File: config.mk
export PLATFORM = sky130hd
export DESIGN_NAME = mcu_cycle_timer
export DESIGN_NICKNAME = d
export VERILOG_FILES = /design/src/rtl/mct_pkg.sv /design/src/rtl/mct_rst_sync.sv /design/src/rtl/mct_state_gen.sv /design/src/rtl/mct_instr_tracker.sv /design/src/rtl/mcu_cycle_timer.sv
export SDC_FILE = /design/constraint.sdc
export NUM_CORES = 1
export LEC_CHECK = 0
export BUFFER_PORTS_ARGS = -buffer_cell sky130_fd_sc_hd__buf_4
export CELL_PAD_IN_SITES_DETAIL_PLACEMENT = 0
export CELL_PAD_IN_SITES_GLOBAL_PLACEMENT = 1
export CORE_MARGIN = 4
export CORE_UTILIZATION = 39
export CTS_BUF_LIST = sky130_fd_sc_hd__clkbuf_16
export DETAILED_ROUTE_END_ITERATION = 10
export PLACE_DENSITY = 0.7
export SYNTH_ARGS = -nofsm -noshare
export SYNTH_HDL_FRONTEND = slang
export SYNTH_SLANG_ARGS = --single-unit
File: constraint.sdc
create_clock -name clk -period 1.07 [get_ports clk]
set_input_delay 0.321 -clock clk [delete_from_list [all_inputs] [get_ports clk]]
set_output_delay 0.321 -clock clk [all_outputs]
set_load 0.01 [all_outputs]
File: src/rtl/mct_pkg.sv
`timescale 1ns/1ps
package mct_pkg;

  localparam int unsigned STATES_PER_MC = 6;
  localparam int unsigned MAX_MC        = 4;
  localparam int unsigned MC_W          = $clog2(MAX_MC);

  typedef enum logic [1:0] {
    LEN_1   = 2'b00,
    LEN_2   = 2'b01,
    LEN_4   = 2'b10,
    LEN_RSV = 2'b11
  } cyc_len_e;

  // Index of the final machine cycle for a length code (reserved -> single).
  function automatic logic [MC_W-1:0] last_mc(input cyc_len_e len);
    logic [MC_W-1:0] r;
    case (len)
      LEN_2:   r = MC_W'(1);
      LEN_4:   r = MC_W'(MAX_MC - 1);
      default: r = '0;
    endcase
    return r;
  endfunction

endpackage

File: src/rtl/mct_rst_sync.sv
`timescale 1ns/1ps
module mct_rst_sync #(
  parameter int unsigned STAGES = 2
) (
  input  logic clk,
  input  logic rst_n,
  output logic rst_q_n
);

  logic [STAGES-1:0] shift_q;
  logic [STAGES-1:0] shift_d;

  always_comb begin
    shift_d = {shift_q[STAGES-2:0], 1'b1};
  end

  always_ff @(posedge clk or negedge rst_n) begin
    if (!rst_n) shift_q <= '0;
    else        shift_q <= shift_d;
  end

  assign rst_q_n = shift_q[STAGES-1];

endmodule

File: src/rtl/mct_state_gen.sv
`timescale 1ns/1ps
module mct_state_gen #(
  parameter int unsigned N_STATES = 6
) (
  input  logic                clk,
  input  logic                rst_q_n,
  output logic [N_STATES-1:0] state_oh_o,
  output logic                phase_p2_o,
  output logic                mcycle_stb_o
);

  logic [N_STATES-1:0] st_q, st_d;
  logic                ph_q, ph_d;
  logic                stb_q, stb_d;
  logic                st_en;

  // State register only moves at the end of phase two.
  assign st_en = ph_q;

  always_comb begin
    ph_d  = ~ph_q;
    st_d  = {st_q[N_STATES-2:0], st_q[N_STATES-1]};
    // Strobe becomes visible in the final state, phase two.
    stb_d = st_q[N_STATES-1] & ~ph_q;
  end

  always_ff @(posedge clk or negedge rst_q_n) begin
    if (!rst_q_n) begin
      ph_q  <= 1'b0;
      stb_q <= 1'b0;
    end else begin
      ph_q  <= ph_d;
      stb_q <= stb_d;
    end
  end

  always_ff @(posedge clk or negedge rst_q_n) begin
    if (!rst_q_n)   st_q <= N_STATES'(1);
    else if (st_en) st_q <= st_d;
  end

  assign state_oh_o   = st_q;
  assign phase_p2_o   = ph_q;
  assign mcycle_stb_o = stb_q;

  p_onehot_r2: assert property (@(posedge clk) disable iff (!rst_q_n)
    $countones(state_oh_o) == 1);

  p_state_hold_r3: assert property (@(posedge clk) disable iff (!rst_q_n)
    !phase_p2_o |=> $stable(state_oh_o) && phase_p2_o);

  p_state_adv_r4: assert property (@(posedge clk) disable iff (!rst_q_n)
    phase_p2_o |=> (state_oh_o != $past(state_oh_o)) && !phase_p2_o);

endmodule

File: src/rtl/mct_instr_tracker.sv
`timescale 1ns/1ps
module mct_instr_tracker
  import mct_pkg::*;
#(
  parameter int unsigned N_STATES = 6
) (
  input  logic                clk,
  input  logic                rst_q_n,
  input  logic [1:0]          cyc_len_i,
  input  logic [N_STATES-1:0] state_oh_i,
  input  logic                phase_p2_i,
  input  logic                mcycle_stb_i,
  output logic                instr_done_o,
  output logic [MC_W-1:0]     mcycle_idx_o
);

  cyc_len_e        len_q;
  logic [MC_W-1:0] cnt_q, cnt_d;
  logic            done_q, done_d;
  logic            len_en;
  logic            cnt_en;
  logic [MC_W-1:0] last_idx;

  // Capture window: first state, phase one, first machine cycle.
  assign len_en   = state_oh_i[0] & ~phase_p2_i & (cnt_q == '0);
  assign cnt_en   = mcycle_stb_i;
  assign last_idx = last_mc(len_q);

  always_comb begin
    done_d = state_oh_i[N_STATES-1] & ~phase_p2_i & (cnt_q == last_idx);
    cnt_d  = done_q ? '0 : cnt_q + MC_W'(1);
  end

  always_ff @(posedge clk or negedge rst_q_n) begin
    if (!rst_q_n)    len_q <= LEN_1;
    else if (len_en) len_q <= cyc_len_e'(cyc_len_i);
  end

  always_ff @(posedge clk or negedge rst_q_n) begin
    if (!rst_q_n)    cnt_q <= '0;
    else if (cnt_en) cnt_q <= cnt_d;
  end

  always_ff @(posedge clk or negedge rst_q_n) begin
    if (!rst_q_n) done_q <= 1'b0;
    else          done_q <= done_d;
  end

  assign instr_done_o = done_q;
  assign mcycle_idx_o = cnt_q;

  p_stb_pos_r5: assert property (@(posedge clk) disable iff (!rst_q_n)
    mcycle_stb_i |-> state_oh_i[N_STATES-1] && phase_p2_i);

  p_done_stb_r8: assert property (@(posedge clk) disable iff (!rst_q_n)
    instr_done_o |-> mcycle_stb_i);

  p_len_hold_r7: assert property (@(posedge clk) disable iff (!rst_q_n)
    (mcycle_idx_o != '0) |-> $stable(len_q));

  p_idx_bound_r6: assert property (@(posedge clk) disable iff (!rst_q_n)
    mcycle_idx_o <= last_idx);

  p_idx_wrap_r9: assert property (@(posedge clk) disable iff (!rst_q_n)
    instr_done_o |=> mcycle_idx_o == '0);

endmodule

File: src/rtl/mcu_cycle_timer.sv
`timescale 1ns/1ps
module mcu_cycle_timer
  import mct_pkg::*;
#(
  parameter int unsigned SYNC_STAGES = 2
) (
  input  logic                     clk,
  input  logic                     rst_n,
  input  logic [1:0]               cyc_len_i,
  output logic [STATES_PER_MC-1:0] state_oh_o,
  output logic                     phase_p2_o,
  output logic                     mcycle_stb_o,
  output logic                     instr_done_o,
  output logic [MC_W-1:0]          mcycle_idx_o
);

  logic rst_q_n;

  mct_rst_sync #(.STAGES(SYNC_STAGES)) u_rst (
    .clk     (clk),
    .rst_n   (rst_n),
    .rst_q_n (rst_q_n)
  );

  mct_state_gen #(.N_STATES(STATES_PER_MC)) u_state (
    .clk          (clk),
    .rst_q_n      (rst_q_n),
    .state_oh_o   (state_oh_o),
    .phase_p2_o   (phase_p2_o),
    .mcycle_stb_o (mcycle_stb_o)
  );

  mct_instr_tracker #(.N_STATES(STATES_PER_MC)) u_instr (
    .clk          (clk),
    .rst_q_n      (rst_q_n),
    .cyc_len_i    (cyc_len_i),
    .state_oh_i   (state_oh_o),
    .phase_p2_i   (phase_p2_o),
    .mcycle_stb_i (mcycle_stb_o),
    .instr_done_o (instr_done_o),
    .mcycle_idx_o (mcycle_idx_o)
  );

endmodule

After elaboration in Yosys (flattened, before gate mapping)
Cells that the tools add are included.
{"block": "classes", "n_lt_le_gt_ge": 0, "bitwise": 5, "n_addsub": 1, "eq_ne": 3, "multipliers": 0, "mux": 2, "reduce_logical": 1, "shifts": 0, "div_mod_pow": 0}
{"operator": "$and 1x1->1", "count": 4}
{"operator": "$pmux 2 s2", "count": 1}
{"operator": "$add 2x1->2 const B", "count": 1}
{"operator": "$eq 2x1->1 const B", "count": 1}
{"operator": "$eq 2x2->1", "count": 1}
{"operator": "$eq 2x2->1 const B", "count": 1}
{"operator": "$logic_not 2->1", "count": 1}
{"operator": "$mux 2", "count": 1}
{"operator": "$not 1->1", "count": 1}
{"block": "totals", "input_bits": 4, "romBits": 0, "wordCells": 19, "mem_bits_rw": 0, "register_bits": 15, "n_memories": 0, "latch_bits": 0}

Depth between registers and ports, before layout
Gate-level depths: netlist (run 1).
{"block": "logic_depth", "word_depth": 4, "mapped_depth": 4, "ltp_nobuf": 4}

Cells and area by module
From an unflattened synthesis (run 1), not the netlist that was laid out.
{"block": "hier_totals", "hier_cells": 40, "area_unflattened_um2": 639.4}
{"mod": "mct_state_gen", "seq_area_each_um2": 201.4, "area_per_inst_um2": 315.3, "instances": 1, "cells_per_inst": 17}
{"mod": "mct_instr_tracker", "seq_area_each_um2": 125.1, "area_per_inst_um2": 270.3, "instances": 1, "cells_per_inst": 20}
{"mod": "mct_rst_sync", "seq_area_each_um2": 50.0, "area_per_inst_um2": 53.8, "instances": 1, "cells_per_inst": 3}

Least setup slack after synthesis (run 1)
No wires, ideal clock.
{"block": "synth_timing", "path_type": "register to register", "start": "register u_instr.cnt_q[0], in the netlist u_instr.mcycle_idx_o[0]", "end": "register u_instr.len_q[0]", "synth_period_minus_slack_ps": 1196, "path_buffers": 0, "arrival_time_ps": 1071, "setup_ps": 125, "slack_ps": -126, "t_required_ps": 945, "stages_incl_launch_ff": 5, "path_cell_list": "dfrtp_1 > inv_1 > ha_1 > nand3b_4 > mux2_4"}
{"block": "synth_via", "elab_chain_cells": 2}
{"element": "start, declared", "line_no": "mct_instr_tracker.sv:18", "source": "logic [MC_W-1:0] cnt_q, cnt_d;"}
{"element": "start signal, assigned", "line_no": "mct_instr_tracker.sv:41", "source": "else if (cnt_en) cnt_q <= cnt_d;"}
{"element": "$logic_not 2->1", "line_no": "mct_instr_tracker.sv:25", "source": "assign len_en = state_oh_i[0] & ~phase_p2_i & (cnt_q == '0);"}
{"element": "$and 1x1->1", "line_no": "mct_instr_tracker.sv:25"}
{"element": "end signal, assigned", "line_no": "mct_instr_tracker.sv:36", "source": "else if (len_en) len_q <= cyc_len_e'(cyc_len_i);"}
{"element": "end, declared", "line_no": "mct_instr_tracker.sv:17", "source": "cyc_len_e len_q;"}
Every way passes these cells.
A chain may end at the register's enable or synchronous reset.

Worst setup path after layout (run 1)
{"block": "layout_timing", "start": "register u_state.st_q[0], in the netlist u_state.state_oh_o[0]", "end": "output state_oh_o[0]"}
{"element": "start, declared", "line_no": "mct_state_gen.sv:12", "source": "logic [N_STATES-1:0] st_q, st_d;"}
{"element": "start signal, assigned", "line_no": "mct_state_gen.sv:39", "source": "else if (st_en) st_q <= st_d;"}
{"element": "end, declared", "line_no": "mcu_cycle_timer.sv:10", "source": "output logic [STATES_PER_MC-1:0] state_oh_o,"}
No word-level cell between the ends.

==> report_table.html, run 1 <==
<table>
<tr><th>Metric</th><th>Value</th></tr>
<tr><th colspan="2">Drt</th></tr>
<tr><td>Post-DR vias/cell</td><td>4.63</td></tr>
<tr><td>Highest signal layer in the routed design</td><td>met3</td></tr>
<tr><td>Vias</td><td>412</td></tr>
<tr><td>Length of routed wiring on met1</td><td>519 microns</td></tr>
<tr><td>DRC viols</td><td>0</td></tr>
<tr><td>Post-detailed-route count of antenna-violating nets</td><td>0</td></tr>
<tr><td>Per-cell routed wire length</td><td>14.3 microns</td></tr>
<tr><td>Total Wirelength</td><td>1.27 mm</td></tr>
<tr><td>Initial detailed-routing violation count</td><td>2</td></tr>
<tr><td>Detailed route wirelength on metal2</td><td>695 microns</td></tr>
<tr><td>Met3 routed wirelength</td><td>59 microns</td></tr>
<tr><td>Number of optimization iterations in the first detailed-route pass</td><td>4</td></tr>
<tr><th colspan="2">STA</th></tr>
<tr><td>Setup repair after global routing missed its margin</td><td>true</td></tr>
<tr><td>Endpoints failing hold</td><td>0</td></tr>
<tr><td>Relative slew slack</td><td>64.7%</td></tr>
<tr><td>Final critical-path setup slack</td><td>-0.145 ns</td></tr>
<tr><td>Number of max-slew violations in the final report</td><td>0</td></tr>
<tr><td>Total Negative Setup Slacks</td><td>-0.717 ns</td></tr>
<tr><td>Final Cycle Share</td><td>114%</td></tr>
<tr><td>Skew final</td><td>0.00512 ns</td></tr>
<tr><td>Number of setup violations in the final report</td><td>13</td></tr>
<tr><td>Min cycle time layout</td><td>1.22 ns</td></tr>
<tr><td>Final-layout worst hold slack</td><td>0.211 ns</td></tr>
<tr><td>Maximum frequency from static timing analysis</td><td>823 MHz</td></tr>
<tr><td>Transition time of the tightest slew-check pin</td><td>0.530 ns</td></tr>
<tr><th colspan="2">Clock tree</th></tr>
<tr><td>Clock transition at path regs</td><td>0.05 ns</td></tr>
<tr><td>Clk_lat worst skew</td><td>0.24 ns</td></tr>
<tr><td>Clock tree buffer depth</td><td>2</td></tr>
<tr><td>Max H-tree Level</td><td>1</td></tr>
<tr><td>Number of CTS-inserted buffers</td><td>3</td></tr>
<tr><td>Clk sinks</td><td>15</td></tr>
<tr><td>Root buffer cell</td><td>sky130_fd_sc_hd__clkbuf_16</td></tr>
<tr><td>Clock tree from TritonCTS</td><td>done</td></tr>
<tr><th colspan="2">Synthesis</th></tr>
<tr><td>Asr flop ratio synth</td><td>100%</td></tr>
<tr><td>Number of library cell types mapped by synthesis</td><td>17</td></tr>
<tr><td>Area fraction of the dominant cell type after synthesis</td><td>58.0%</td></tr>
<tr><td>Net count after synthesis</td><td>48</td></tr>
<tr><td>Number of standard cells after synthesis</td><td>42</td></tr>
<tr><td>Post-synth EDFFs</td><td>0</td></tr>
<tr><td>Post-synthesis cell type with the largest combined area</td><td>sky130_fd_sc_hd__dfrtp_1</td></tr>
<tr><td>Synth area leaders</td><td>sky130_fd_sc_hd__dfrtp_1 (58%), sky130_fd_sc_hd__mux2_2 (9.3%), sky130_fd_sc_hd__mux2_4 (5.0%)</td></tr>
<tr><td>Sequential-to-total area share from yosys stat</td><td>62.3%</td></tr>
<tr><td>Top_reg_cell synth</td><td>sky130_fd_sc_hd__dfrtp_1</td></tr>
<tr><td>Yosys synthesis warning count</td><td>0</td></tr>
<tr><td>Most instantiated library cell after synthesis</td><td>sky130_fd_sc_hd__dfrtp_1</td></tr>
<tr><td>Average instance area after synthesis</td><td>14.4 sq um</td></tr>
<tr><td>Number of register bits inferred by synthesis</td><td>15</td></tr>
<tr><td>Synth Cell Area</td><td>604 sq um</td></tr>
<tr><td>Most numerous cell types in the synthesized netlist</td><td>sky130_fd_sc_hd__dfrtp_1 (14), sky130_fd_sc_hd__inv_1 (5), sky130_fd_sc_hd__mux2_2 (5)</td></tr>
<tr><th colspan="2">Die</th></tr>
<tr><td>Die area</td><td>0.00224 sq mm</td></tr>
<tr><td>Die extent in y</td><td>47.4 microns</td></tr>
<tr><td>Core Box Area</td><td>0.00138 sq mm</td></tr>
<tr><td>Initial core utilization</td><td>43.7%</td></tr>
<tr><td>Row count</td><td>13</td></tr>
<tr><td>Die X-Extent</td><td>47.4 microns</td></tr>
<tr><td>I/O pin count</td><td>15</td></tr>
<tr><th colspan="2">Power</th></tr>
<tr><td>Gate power share</td><td>4.1%</td></tr>
<tr><td>Pwr Density</td><td>1320 mW/mm^2</td></tr>
<tr><td>Fraction of power spent switching nets</td><td>18.4%</td></tr>
<tr><td>IR Drop Worst-Case VDD</td><td>0.844 mV</td></tr>
<tr><td>Relative contribution of sequential cells to total power</td><td>43.3%</td></tr>
<tr><td>Clock power share</td><td>52.7%</td></tr>
<tr><td>LEAKAGE</td><td>0.524 nW</td></tr>
<tr><td>Switch Pwr</td><td>0.000251 W</td></tr>
<tr><td>Cell internal pwr</td><td>0.00111 W</td></tr>
<tr><th colspan="2">Critical path</th></tr>
<tr><td>Type of element capturing the critical path</td><td>primary output</td></tr>
<tr><td>Critical-path cell with the highest stage delay</td><td>sky130_fd_sc_hd__dfstp_2</td></tr>
<tr><td>Peak per-stage delay on the critical path</td><td>0.55 ns</td></tr>
<tr><td>Path type of the worst setup path</td><td>flip-flop to primary output</td></tr>
<tr><td>Maximum fanout encountered on the critical timing path</td><td>2</td></tr>
<tr><td>Data required time at the worst endpoint</td><td>0.75 ns</td></tr>
<tr><td>Crit path cell chain</td><td>buf_6</td></tr>
<tr><td>Type of origin of the critical path</td><td>flip-flop</td></tr>
<tr><td>Buffers plus inverters on the worst setup path</td><td>1</td></tr>
<tr><td>Family with the most delay on the worst path</td><td>flip-flops</td></tr>
<tr><td>Worst Path Arrival</td><td>0.89 ns</td></tr>
<tr><th colspan="2">Run</th></tr>
<tr><td>Max-cap violation count</td><td>0</td></tr>
<tr><th colspan="2">Final layout</th></tr>
<tr><td>Net count reported at finish</td><td>81</td></tr>
<tr><td>Inserted Diodes</td><td>0</td></tr>
<tr><td>Multi-input logic area</td><td>268 sq um</td></tr>
<tr><td>Filler instances</td><td>100</td></tr>
<tr><td>Area growth, synth to finish</td><td>71.2%</td></tr>
<tr><td>Area taken by flip-flops and latches</td><td>377 sq um</td></tr>
<tr><td>Ratio of cells with drive above 1 in the final layout</td><td>68.9%</td></tr>
<tr><th colspan="2">Global routing</th></tr>
<tr><td>First-pass GRT wire length</td><td>2.12 mm</td></tr>
<tr><td>Pin count of the biggest net entering global routing</td><td>14</td></tr>
<tr><td>Remaining global-route overflow</td><td>0</td></tr>
<tr><td>Number of global-route vias before repair</td><td>495</td></tr>
<tr><td>Overall track demand over capacity in global routing</td><td>14.2%</td></tr>
<tr><td>Antenna violations before repair</td><td>0</td></tr>
<tr><th colspan="2">Min path</th></tr>
<tr><td>Class of the worst hold path</td><td>flip-flop to async pin</td></tr>
<tr><th colspan="2">Place</th></tr>
<tr><td>Count of port buffers added during placement</td><td>14</td></tr>
<tr><td>HPWL after detailed placement</td><td>769 microns</td></tr>
<tr><td>Placer's final routability congestion estimate</td><td>0.704</td></tr>
<tr><th colspan="2">Run status</th></tr>
<tr><td>Result of the run</td><td>finished, violations left</td></tr>
<tr><td>Violated checks</td><td>negative setup slack</td></tr>
</table>
==> path summary, 6_finish.rpt <==
check,start,endpoint,slack (ns),cells past startpoint
worst max-delay path,u_state.state_oh_o[0],state_oh_o[0],-0.15,1
worst min-delay path,u_rst.shift_q[1],u_instr.mcycle_idx_o[0],0.21,0
worst max register to register,u_state.state_oh_o[0],u_instr.len_q[1],-0.11,3
worst min register to register,u_rst.shift_q[1],u_instr.mcycle_idx_o[0],0.21,0
max in group asynchronous,u_rst.shift_q[1],u_state.state_oh_o[0],0.50,0
min in group clk,cyc_len_i[0],u_instr.len_q[0],0.31,2
==> state kept, by name, indices dropped and copies added (netlist names) <==
name	cells
u_rst.shift_q	2
u_state.phase_p2_o	1
u_instr.len_q	2
u_state.state_oh_o	6
u_state.mcycle_stb_o	1
u_instr.mcycle_idx_o	2
u_instr.instr_done_o	1
==> through the flow <==
step | total power (W) | instances | area (sq um) | setup slack (ns) | util [%]
after floorplan | 0.000609 | 42 | 607 | -0.107 | -
after global placement | 0.000622 | 72 | 734 | -0.0799 | 53.1
after detailed placement | 0.000624 | 72 | 734 | -0.112 | 53.1
after CTS | 0.00135 | 85 | 980 | -0.135 | 70.9
after global routing | 0.00141 | 89 | 1030 | -0.168 | 74.8
final | 0.00136 | 89 | 1030 | -0.145 | 74.8
==> routing by layer <==
metal | vias to the layer above | global-route usage, %
li1 | 198 | -
met1 | 204 | 15.2
met2 | 10 | 25.4
met3 | 0 | 3.83
met4 | 0 | 6.63
met5 | - | 0
==> area by class of cell <==
class	count	area share, %
Sequential cell	15	36.4
Timing Repair Buffer	29	26.4
Multi-Input combinational cell	21	25.9
Clock buffer	3	7.26
Inverter	5	1.81
Tap cell	15	1.81
Clock inverter	1	0.484
==> power groups by stage <==
stage	Sequential [W]	Combinational, W	Clock, W
after floorplan	0.000594	0.0000149	0
after global placement	0.000597	0.0000254	0
after detailed placement	0.000598	0.0000263	0
after CTS	0.000590	0.0000395	0.000725
after global routing	0.000591	0.0000591	0.000760
final	0.000589	0.0000556	0.000718
==> cells by family after synthesis <==
| family | synth area share, % |
|---|---|
| AOI/OAI and AO/OA | 1.66 |
| muxes | 14.3 |
| and+or+nand+nor | 9.11 |
| DFF | 62.3 |
| xor gates and xnor gates | 2.90 |
| adders and majority gates | 4.14 |
| buffers and inverters | 4.97 |
| other | 0.621 |
==> placed cells by master, fill, tap and decap left out <==
cell	instances
sky130_fd_sc_hd__dfrtp_1	14
sky130_fd_sc_hd__conb_1	1
sky130_fd_sc_hd__nand3b_4	1
sky130_fd_sc_hd__nand3b_1	1
sky130_fd_sc_hd__ha_4	2
sky130_fd_sc_hd__buf_4	14
sky130_fd_sc_hd__inv_2	2
sky130_fd_sc_hd__or3b_4	1
sky130_fd_sc_hd__dfstp_2	1
sky130_fd_sc_hd__inv_1	3
sky130_fd_sc_hd__xor2_2	1
sky130_fd_sc_hd__buf_6	14
sky130_fd_sc_hd__nand2_1	2
sky130_fd_sc_hd__o21ai_2	1
sky130_fd_sc_hd__mux2_4	2
sky130_fd_sc_hd__clkbuf_16	3
sky130_fd_sc_hd__dlygate4sd3_1	1
sky130_fd_sc_hd__clkinv_2	1
sky130_fd_sc_hd__o21ai_0	1
sky130_fd_sc_hd__nand2b_4	1
sky130_fd_sc_hd__mux2_2	5
sky130_fd_sc_hd__xnor2_4	1
sky130_fd_sc_hd__nor3_2	1
==> what timing repair did <==
action / 4_1_cts / 5_1_grt
buffers inserted: 8 / 6
endpoints found under the hold margin: 2 / 0
hold buffers: 1 / 0
setup endpoints to repair: 14 / 15
gates resized for setup: 22 / 4
pin swaps: 1 / 3
(Power assumes the default switching activity.)
==> inputs of run 2 (changes only) <==
==> constraint.sdc (replaced) <==
create_clock -name clk -period 1.07 [get_ports clk]
set_input_delay 0.321 -clock clk [delete_from_list [all_inputs] [get_ports clk]]
set_output_delay 0.321 -clock clk [all_outputs]
set_load 0.05 [all_outputs]
==> report_table.html, run 2 (synthesis results as in run 1) <==
<table>
<tr><th>Metric</th><th>Value</th></tr>
<tr><th colspan="2">Critical path</th></tr>
<tr><td>Crit path cell chain</td><td>buf_8</td></tr>
<tr><td>Type of element capturing the critical path</td><td>primary output</td></tr>
<tr><td>Data required time at the worst endpoint</td><td>0.75 ns (about the same)</td></tr>
<tr><td>Peak per-stage delay on the critical path</td><td>0.55 ns (about the same)</td></tr>
<tr><td>Path type of the worst setup path</td><td>flip-flop to primary output</td></tr>
<tr><td>Family with the most delay on the worst path</td><td>flip-flops</td></tr>
<tr><td>Type of origin of the critical path</td><td>flip-flop</td></tr>
<tr><td>Worst Path Arrival</td><td>0.93 ns (+0.04 ns)</td></tr>
<tr><td>Buffers plus inverters on the worst setup path</td><td>1 (unchanged)</td></tr>
<tr><td>Critical-path cell with the highest stage delay</td><td>sky130_fd_sc_hd__dfstp_2</td></tr>
<tr><td>Maximum fanout encountered on the critical timing path</td><td>2 (unchanged)</td></tr>
<tr><th colspan="2">Final layout</th></tr>
<tr><td>Max FFs per register</td><td>6 (unchanged)</td></tr>
<tr><td>Commonest cells after routing, fill and taps aside</td><td>sky130_fd_sc_hd__buf_6 (13), sky130_fd_sc_hd__buf_4 (11), sky130_fd_sc_hd__dfrtp_1 (9), sky130_fd_sc_hd__mux2_4 (5), sky130_fd_sc_hd__dfrtp_2 (5)</td></tr>
<tr><td>Commonest non-fill, non-tap cell in the layout</td><td>sky130_fd_sc_hd__buf_6</td></tr>
<tr><td>Ratio of cells with drive above 1 in the final layout</td><td>70.8% (+1.9 points)</td></tr>
<tr><td>Core utilization of the finished layout</td><td>73.6% (-1.3 points)</td></tr>
<tr><td>Inserted Diodes</td><td>0 (unchanged)</td></tr>
<tr><td>Area growth, synth to finish</td><td>68.3%</td></tr>
<tr><td>Net count reported at finish</td><td>79 (-2.5%)</td></tr>
<tr><td>Filler instances</td><td>102 (+2.0%)</td></tr>
<tr><th colspan="2">Drt</th></tr>
<tr><td>Vias</td><td>410 (-0.49%)</td></tr>
<tr><td>Post-DR vias/cell</td><td>4.71 (+1.8%)</td></tr>
<tr><td>Highest signal layer in the routed design</td><td>met4</td></tr>
<tr><td>Post-detailed-route count of antenna-violating nets</td><td>0 (unchanged)</td></tr>
<tr><td>Detailed route wirelength on metal2</td><td>596 microns (-14%)</td></tr>
<tr><td>Number of optimization iterations in the first detailed-route pass</td><td>2 (-2)</td></tr>
<tr><td>DRC viols</td><td>0 (unchanged)</td></tr>
<tr><td>Total Wirelength</td><td>1.20 mm (-5.9%)</td></tr>
<tr><td>Per-cell routed wire length</td><td>13.8 microns (-3.7%)</td></tr>
<tr><td>Length of routed wiring on met1</td><td>517 microns (-0.39%)</td></tr>
<tr><td>Initial detailed-routing violation count</td><td>6 (+4)</td></tr>
<tr><td>Met3 routed wirelength</td><td>72 microns (+22%)</td></tr>
<tr><th colspan="2">Die</th></tr>
<tr><td>Core Box Area</td><td>0.00138 sq mm (unchanged)</td></tr>
<tr><td>Die X-Extent</td><td>47.4 microns (unchanged)</td></tr>
<tr><td>Initial core utilization</td><td>43.7% (unchanged)</td></tr>
<tr><td>Row count</td><td>13 (unchanged)</td></tr>
<tr><td>I/O pin count</td><td>15 (unchanged)</td></tr>
<tr><td>Die area</td><td>0.00224 sq mm (unchanged)</td></tr>
<tr><td>Die extent in y</td><td>47.4 microns (unchanged)</td></tr>
<tr><th colspan="2">Place</th></tr>
<tr><td>DP Worst Slack</td><td>-0.0564 ns (+0.0557 ns)</td></tr>
<tr><td>HPWL after detailed placement</td><td>769 microns (unchanged)</td></tr>
<tr><td>Placer's final routability congestion estimate</td><td>0.814 (+16%)</td></tr>
<tr><td>Count of port buffers added during placement</td><td>14 (unchanged)</td></tr>
<tr><th colspan="2">Clock tree</th></tr>
<tr><td>Clk sinks</td><td>15 (unchanged)</td></tr>
<tr><td>Number of CTS-inserted buffers</td><td>3 (unchanged)</td></tr>
<tr><td>Clock tree buffer depth</td><td>2 (unchanged)</td></tr>
<tr><td>Max H-tree Level</td><td>1 (unchanged)</td></tr>
<tr><td>Clock transition at path regs</td><td>0.05 ns (about the same)</td></tr>
<tr><td>Clk_lat worst skew</td><td>0.24 ns (about the same)</td></tr>
<tr><td>Root buffer cell</td><td>sky130_fd_sc_hd__clkbuf_16</td></tr>
<tr><td>Clock tree from TritonCTS</td><td>done</td></tr>
<tr><th colspan="2">STA</th></tr>
<tr><td>Relative slew slack</td><td>66.4% (+1.8 points)</td></tr>
<tr><td>Final critical-path setup slack</td><td>-0.181 ns (-0.0359 ns)</td></tr>
<tr><td>Setup repair after global routing missed its margin</td><td>true</td></tr>
<tr><td>Final Cycle Share</td><td>117% (+3.4 points)</td></tr>
<tr><td>Min cycle time layout</td><td>1.25 ns (+0.0359 ns)</td></tr>
<tr><td>Endpoints failing hold</td><td>0 (unchanged)</td></tr>
<tr><td>Skew final</td><td>0.00205 ns (-0.00307 ns)</td></tr>
<tr><td>Number of max-slew violations in the final report</td><td>0 (unchanged)</td></tr>
<tr><td>Transition time of the tightest slew-check pin</td><td>0.504 ns (-0.0266 ns)</td></tr>
<tr><td>Final-layout worst hold slack</td><td>0.206 ns (-0.00562 ns)</td></tr>
<tr><td>Number of setup violations in the final report</td><td>16 (+3)</td></tr>
<tr><td>Maximum frequency from static timing analysis</td><td>799 MHz (-2.9%)</td></tr>
<tr><th colspan="2">Power</th></tr>
<tr><td>LEAKAGE</td><td>0.507 nW (-3.2%)</td></tr>
<tr><td>IR Drop Worst-Case VDD</td><td>0.838 mV (-0.82%)</td></tr>
<tr><td>Tot Pwr</td><td>0.00133 W (-2.4%)</td></tr>
<tr><td>Pwr Density</td><td>1310 mW/mm^2 (-0.75%)</td></tr>
<tr><th colspan="2">Global routing</th></tr>
<tr><td>Overall track demand over capacity in global routing</td><td>13.9% (-0.25 points)</td></tr>
<tr><td>Number of global-route vias before repair</td><td>458 (-7.5%)</td></tr>
<tr><td>Pin count of the biggest net entering global routing</td><td>14 (unchanged)</td></tr>
<tr><td>Remaining global-route overflow</td><td>0 (unchanged)</td></tr>
<tr><td>First-pass GRT wire length</td><td>2.04 mm (-3.6%)</td></tr>
<tr><td>Antenna violations before repair</td><td>0 (unchanged)</td></tr>
<tr><th colspan="2">Run status</th></tr>
<tr><td>Result of the run</td><td>finished, violations left</td></tr>
<tr><td>Violated checks</td><td>negative setup slack</td></tr>
<tr><th colspan="2">Min path</th></tr>
<tr><td>Class of the worst hold path</td><td>flip-flop to async pin</td></tr>
<tr><th colspan="2">Run</th></tr>
<tr><td>Max-cap violation count</td><td>0 (unchanged)</td></tr>
</table>
[run 2: final cells by class]
| cell class | count | area, sq um | share of cell area [%] |
|---|---|---|---|
| multi-input combinational | 21 | 249 | 24.5 |
| clock inverter | 1 | 3.75 | 0.369 |
| timing repair buffer | 27 | 269 | 26.4 |
| sequential | 15 | 383 | 37.6 |
| inverter | 5 | 18.8 | 1.85 |
| tap | 15 | 18.8 | 1.85 |
| clock buffer | 3 | 75.1 | 7.38 |
[run 2: final timing paths]
check	startpoint	endpoint	slack (ns)	cells past startpoint
max	u_state.state_oh_o[0]	state_oh_o[0]	-0.18	1
min	u_rst.shift_q[1]	u_state.state_oh_o[3]	0.21	0
max reg2reg	u_state.state_oh_o[0]	u_instr.len_q[0]	-0.11	3
min reg2reg	u_rst.shift_q[1]	u_state.state_oh_o[3]	0.21	0
max in group asynchronous	u_rst.shift_q[1]	u_state.phase_p2_o	0.50	0
min in group clk	cyc_len_i[1]	u_instr.len_q[1]	0.32	2
[run 2: per-layer routing]
layer | global-route usage [%] | vias up
met3 | 3.83 | 2
met1 | 17.1 | 200
li1 | - | 197
met5 | 0 | -
met4 | 8.29 | 0
met2 | 21.7 | 11
[run 2: what timing repair did]
item / in CTS / in global routing
buffers inserted: 7 / 1
pin swaps: 1 / 1
gates resized for setup: 17 / 6
hold buffers: 1 / 0
setup endpoints to repair: 14 / 18
endpoints found under the hold margin: 2 / 0
[run 2: through the flow]
stage                     instance area [sq um]  cells  setup TNS, ns
final                                      1020     87          -1.14
after detailed placement                    777     74         -0.162
after global routing                       1020     87          -1.55
after floorplan                             634     42         -0.638
after CTS                                   982     86          -1.24
after global placement                      777     74        -0.0573
[run 2: where the power goes]
part / internal [W] / switching, W / leakage (nW)
Combinational: 0.0000267 / 0.0000131 / 0.276
Clock: 0.000493 / 0.000208 / 0.0423
Sequential: 0.000577 / 0.0000123 / 0.189
==> inputs of run 3 (changes only) <==
--- a/config.mk
+++ b/config.mk
@@ -5,7 +5,8 @@
 export SDC_FILE = /design/constraint.sdc
 export NUM_CORES = 1
 export LEC_CHECK = 0
-export BUFFER_PORTS_ARGS = -buffer_cell sky130_fd_sc_hd__buf_4
+export BUFFER_PORTS_ARGS = -buffer_cell sky130_fd_sc_hd__buf_2
+export CAP_MARGIN = 5
 export CELL_PAD_IN_SITES_DETAIL_PLACEMENT = 0
 export CELL_PAD_IN_SITES_GLOBAL_PLACEMENT = 1
 export CORE_MARGIN = 4
==> report_table.html, run 3 (synthesis results as in run 1) <==
<table>
<tr><th>Metric</th><th>Value</th></tr>
<tr><th colspan="2">Drt</th></tr>
<tr><td>Post-DR vias/cell</td><td>4.76 (+0.91%)</td></tr>
<tr><td>DRC viols</td><td>0 (unchanged)</td></tr>
<tr><td>Vias</td><td>428 (+4.4%)</td></tr>
<tr><td>Number of optimization iterations in the first detailed-route pass</td><td>1 (-1)</td></tr>
<tr><td>Post-detailed-route count of antenna-violating nets</td><td>0 (unchanged)</td></tr>
<tr><td>Per-cell routed wire length</td><td>15.1 microns (+9.5%)</td></tr>
<tr><td>Initial detailed-routing violation count</td><td>0 (-6)</td></tr>
<tr><td>Total Wirelength</td><td>1.36 mm (+13%)</td></tr>
<tr><th colspan="2">Run status</th></tr>
<tr><td>Violated checks</td><td>negative setup slack</td></tr>
<tr><td>Result of the run</td><td>finished, violations left</td></tr>
<tr><th colspan="2">Critical path</th></tr>
<tr><td>Instance count on the critical path</td><td>1 (unchanged)</td></tr>
<tr><td>Family with the most delay on the worst path</td><td>flip-flops</td></tr>
<tr><td>Crit path cell chain</td><td>buf_8</td></tr>
<tr><td>Depth of the worst register-to-register path</td><td>3 (unchanged)</td></tr>
<tr><td>Type of element capturing the critical path</td><td>primary output</td></tr>
<tr><td>Critical-path cell with the highest stage delay</td><td>sky130_fd_sc_hd__dfstp_2</td></tr>
<tr><td>Buffers plus inverters on the worst setup path</td><td>1 (unchanged)</td></tr>
<tr><td>Path type of the worst setup path</td><td>flip-flop to primary output</td></tr>
<tr><td>Type of origin of the critical path</td><td>flip-flop</td></tr>
<tr><td>Peak per-stage delay on the critical path</td><td>0.54 ns (about the same)</td></tr>
<tr><td>Maximum fanout encountered on the critical timing path</td><td>2 (unchanged)</td></tr>
<tr><td>Worst Path Arrival</td><td>0.94 ns (about the same)</td></tr>
<tr><td>Data required time at the worst endpoint</td><td>0.75 ns (about the same)</td></tr>
<tr><th colspan="2">Die</th></tr>
<tr><td>Die X-Extent</td><td>47.4 microns (unchanged)</td></tr>
<tr><td>Die area</td><td>0.00224 sq mm (unchanged)</td></tr>
<tr><td>Core Box Area</td><td>0.00138 sq mm (unchanged)</td></tr>
<tr><td>Row count</td><td>13 (unchanged)</td></tr>
<tr><td>Die extent in y</td><td>47.4 microns (unchanged)</td></tr>
<tr><td>I/O pin count</td><td>15 (unchanged)</td></tr>
<tr><td>Initial core utilization</td><td>43.7% (unchanged)</td></tr>
<tr><th colspan="2">Global routing</th></tr>
<tr><td>Number of global-route vias before repair</td><td>470 (+2.6%)</td></tr>
<tr><td>Remaining global-route overflow</td><td>0 (unchanged)</td></tr>
<tr><td>Overall track demand over capacity in global routing</td><td>16.0% (+2.1 points)</td></tr>
<tr><td>Antenna violations before repair</td><td>0 (unchanged)</td></tr>
<tr><td>Pin count of the biggest net entering global routing</td><td>14 (unchanged)</td></tr>
<tr><td>First-pass GRT wire length</td><td>2.30 mm (+12%)</td></tr>
<tr><th colspan="2">STA</th></tr>
<tr><td>Endpoints failing hold</td><td>0 (unchanged)</td></tr>
<tr><td>Transition time of the tightest slew-check pin</td><td>0.525 ns (+0.0219 ns)</td></tr>
<tr><td>Number of setup violations in the final report</td><td>13 (-3)</td></tr>
<tr><td>Final critical-path setup slack</td><td>-0.186 ns (-0.00492 ns)</td></tr>
<tr><td>Relative slew slack</td><td>65.0% (-1.5 points)</td></tr>
<tr><td>Number of max-slew violations in the final report</td><td>0 (unchanged)</td></tr>
<tr><td>Setup repair after global routing missed its margin</td><td>true</td></tr>
<tr><td>Skew final</td><td>0.00538 ns (+0.00333 ns)</td></tr>
<tr><td>Final Cycle Share</td><td>117% (+0.46 points)</td></tr>
<tr><td>Min cycle time layout</td><td>1.26 ns (+0.00492 ns)</td></tr>
<tr><td>Maximum frequency from static timing analysis</td><td>796 MHz (-0.39%)</td></tr>
<tr><th colspan="2">Final layout</th></tr>
<tr><td>Inserted Diodes</td><td>0 (unchanged)</td></tr>
<tr><td>Post-route cell area</td><td>0.00103 sq mm (+1.2%)</td></tr>
<tr><td>Non-filler instance count after layout</td><td>90 (+3.4%)</td></tr>
<tr><td>Area growth, synth to finish</td><td>70.4%</td></tr>
<tr><td>Ratio of cells with drive above 1 in the final layout</td><td>74.7% (+3.8 points)</td></tr>
<tr><td>Commonest non-fill, non-tap cell in the layout</td><td>sky130_fd_sc_hd__buf_4</td></tr>
<tr><td>Net count reported at finish</td><td>82 (+3.8%)</td></tr>
<tr><td>Core utilization of the finished layout</td><td>74.5% (+0.90 points)</td></tr>
<tr><td>Commonest cells after routing, fill and taps aside</td><td>sky130_fd_sc_hd__buf_4 (13), sky130_fd_sc_hd__buf_6 (11), sky130_fd_sc_hd__dfrtp_1 (9), sky130_fd_sc_hd__mux2_4 (5), sky130_fd_sc_hd__dfrtp_2 (5)</td></tr>
<tr><td>Max FFs per register</td><td>6 (unchanged)</td></tr>
<tr><th colspan="2">Clock tree</th></tr>
<tr><td>Number of CTS-inserted buffers</td><td>3 (unchanged)</td></tr>
<tr><td>Clock tree from TritonCTS</td><td>done</td></tr>
<tr><td>Clk_lat worst skew</td><td>0.25 ns (about the same)</td></tr>
<tr><td>Root buffer cell</td><td>sky130_fd_sc_hd__clkbuf_16</td></tr>
<tr><td>Clk sinks</td><td>15 (unchanged)</td></tr>
<tr><td>Clock tree buffer depth</td><td>2 (unchanged)</td></tr>
<tr><td>Max H-tree Level</td><td>1 (unchanged)</td></tr>
<tr><td>Clock transition at path regs</td><td>0.05 ns (about the same)</td></tr>
<tr><th colspan="2">Place</th></tr>
<tr><td>Placer's final routability congestion estimate</td><td>0.812 (-0.32%)</td></tr>
<tr><td>Count of port buffers added during placement</td><td>14 (unchanged)</td></tr>
<tr><td>Cell area reported after detailed placement</td><td>742 sq um (-4.5%)</td></tr>
<tr><td>HPWL after detailed placement</td><td>808 microns (+5.1%)</td></tr>
<tr><td>Placed cell count</td><td>74 (unchanged)</td></tr>
<tr><th colspan="2">Power</th></tr>
<tr><td>Relative contribution of sequential cells to total power</td><td>43.5% (-0.8 points)</td></tr>
<tr><td>Pwr Density</td><td>1310 mW/mm^2 (+0.55%)</td></tr>
<tr><td>Switch Pwr</td><td>0.000256 W (+9.8%)</td></tr>
<tr><td>LEAKAGE</td><td>0.516 nW (+1.7%)</td></tr>
<tr><td>Gate power share</td><td>2.7% (-0.3 points)</td></tr>
<tr><td>IR Drop Worst-Case VDD</td><td>0.889 mV (+6.1%)</td></tr>
<tr><td>Clock power share</td><td>53.8% (+1.1 points)</td></tr>
<tr><td>Fraction of power spent switching nets</td><td>18.9% (+1.4 points)</td></tr>
<tr><td>Cell internal pwr</td><td>0.00110 W (about the same)</td></tr>
<tr><th colspan="2">Min path</th></tr>
<tr><td>Class of the worst hold path</td><td>flip-flop to async pin</td></tr>
<tr><th colspan="2">Run</th></tr>
<tr><td>Max-cap violation count</td><td>0 (unchanged)</td></tr>
</table>
[run 3: cell count changes in the layout (fill, tap and decap cells not counted), sizes merged]
| cell | delta |
|---|---|
| clkinv | +1 |
| inv | -1 |
| buf | +3 |
[run 3: final timing paths]
kind	startpoint	to	slack (ns)
max	u_state.state_oh_o[0]	state_oh_o[0]	-0.19
min	u_rst.shift_q[1]	u_state.state_oh_o[3]	0.21
max reg2reg	u_state.state_oh_o[0]	u_instr.len_q[0]	-0.11
min reg2reg	u_rst.shift_q[1]	u_state.state_oh_o[3]	0.21
max in group asynchronous	u_rst.shift_q[1]	u_instr.instr_done_o	0.48
min in group clk	cyc_len_i[1]	u_instr.len_q[1]	0.31
[run 3: power groups by stage]
stage	registers, W	logic [W]	clock network, W
after floorplan	0.000594	0.0000149	0
final	0.000589	0.0000359	0.000728
after detailed placement	0.000598	0.0000230	0
after global routing	0.000591	0.0000403	0.000779
after global placement	0.000596	0.0000223	0
after CTS	0.000589	0.0000262	0.000740
[run 3: timing repair]
action | 4_1_cts | 5_1_grt
gates cloned | 0 | 0
hold buffers | 1 | 0
pin swaps | 1 | 1
gates resized for setup | 26 | 8
hold endpoints to repair | 2 | 0
endpoints found under the setup margin | 13 | 16
buffers inserted | 8 | 3
[run 3: layer usage]
layer  GRT usage, %  wire [microns]  vias up  part of all wire [%]
li1               -               -      202                     -
met2           23.5             673       16                    50
met1           19.5             547      205                    40
met5              0               0        -                     0
met3           4.98              82        5                   6.0
met4           11.6              53        0                   3.9
[run 3: final cells by class]
type / count / area (sq um)
clock buffers: 3 / 75.1
clock inverters: 1 / 5.00
fillers: 98 / 353
inverters: 5 / 18.8
multi-input cells: 21 / 253
flip-flops and latches: 15 / 383
well taps: 15 / 18.8
repair buffers: 30 / 277
[run 3: per-stage QoR]
stage	TNS [ns]	total power (W)	worst slack (ns)	hold WS [ns]
finish	-1.15	0.00135	-0.186	0.208
global route	-1.52	0.00141	-0.218	0.258
CTS	-1.14	0.00135	-0.190	0.230
detailed placement	-0.180	0.000621	-0.0718	0.114
global placement	-0.128	0.000619	-0.0575	0.105
floorplan	-0.638	0.000609	-0.191	0.0254
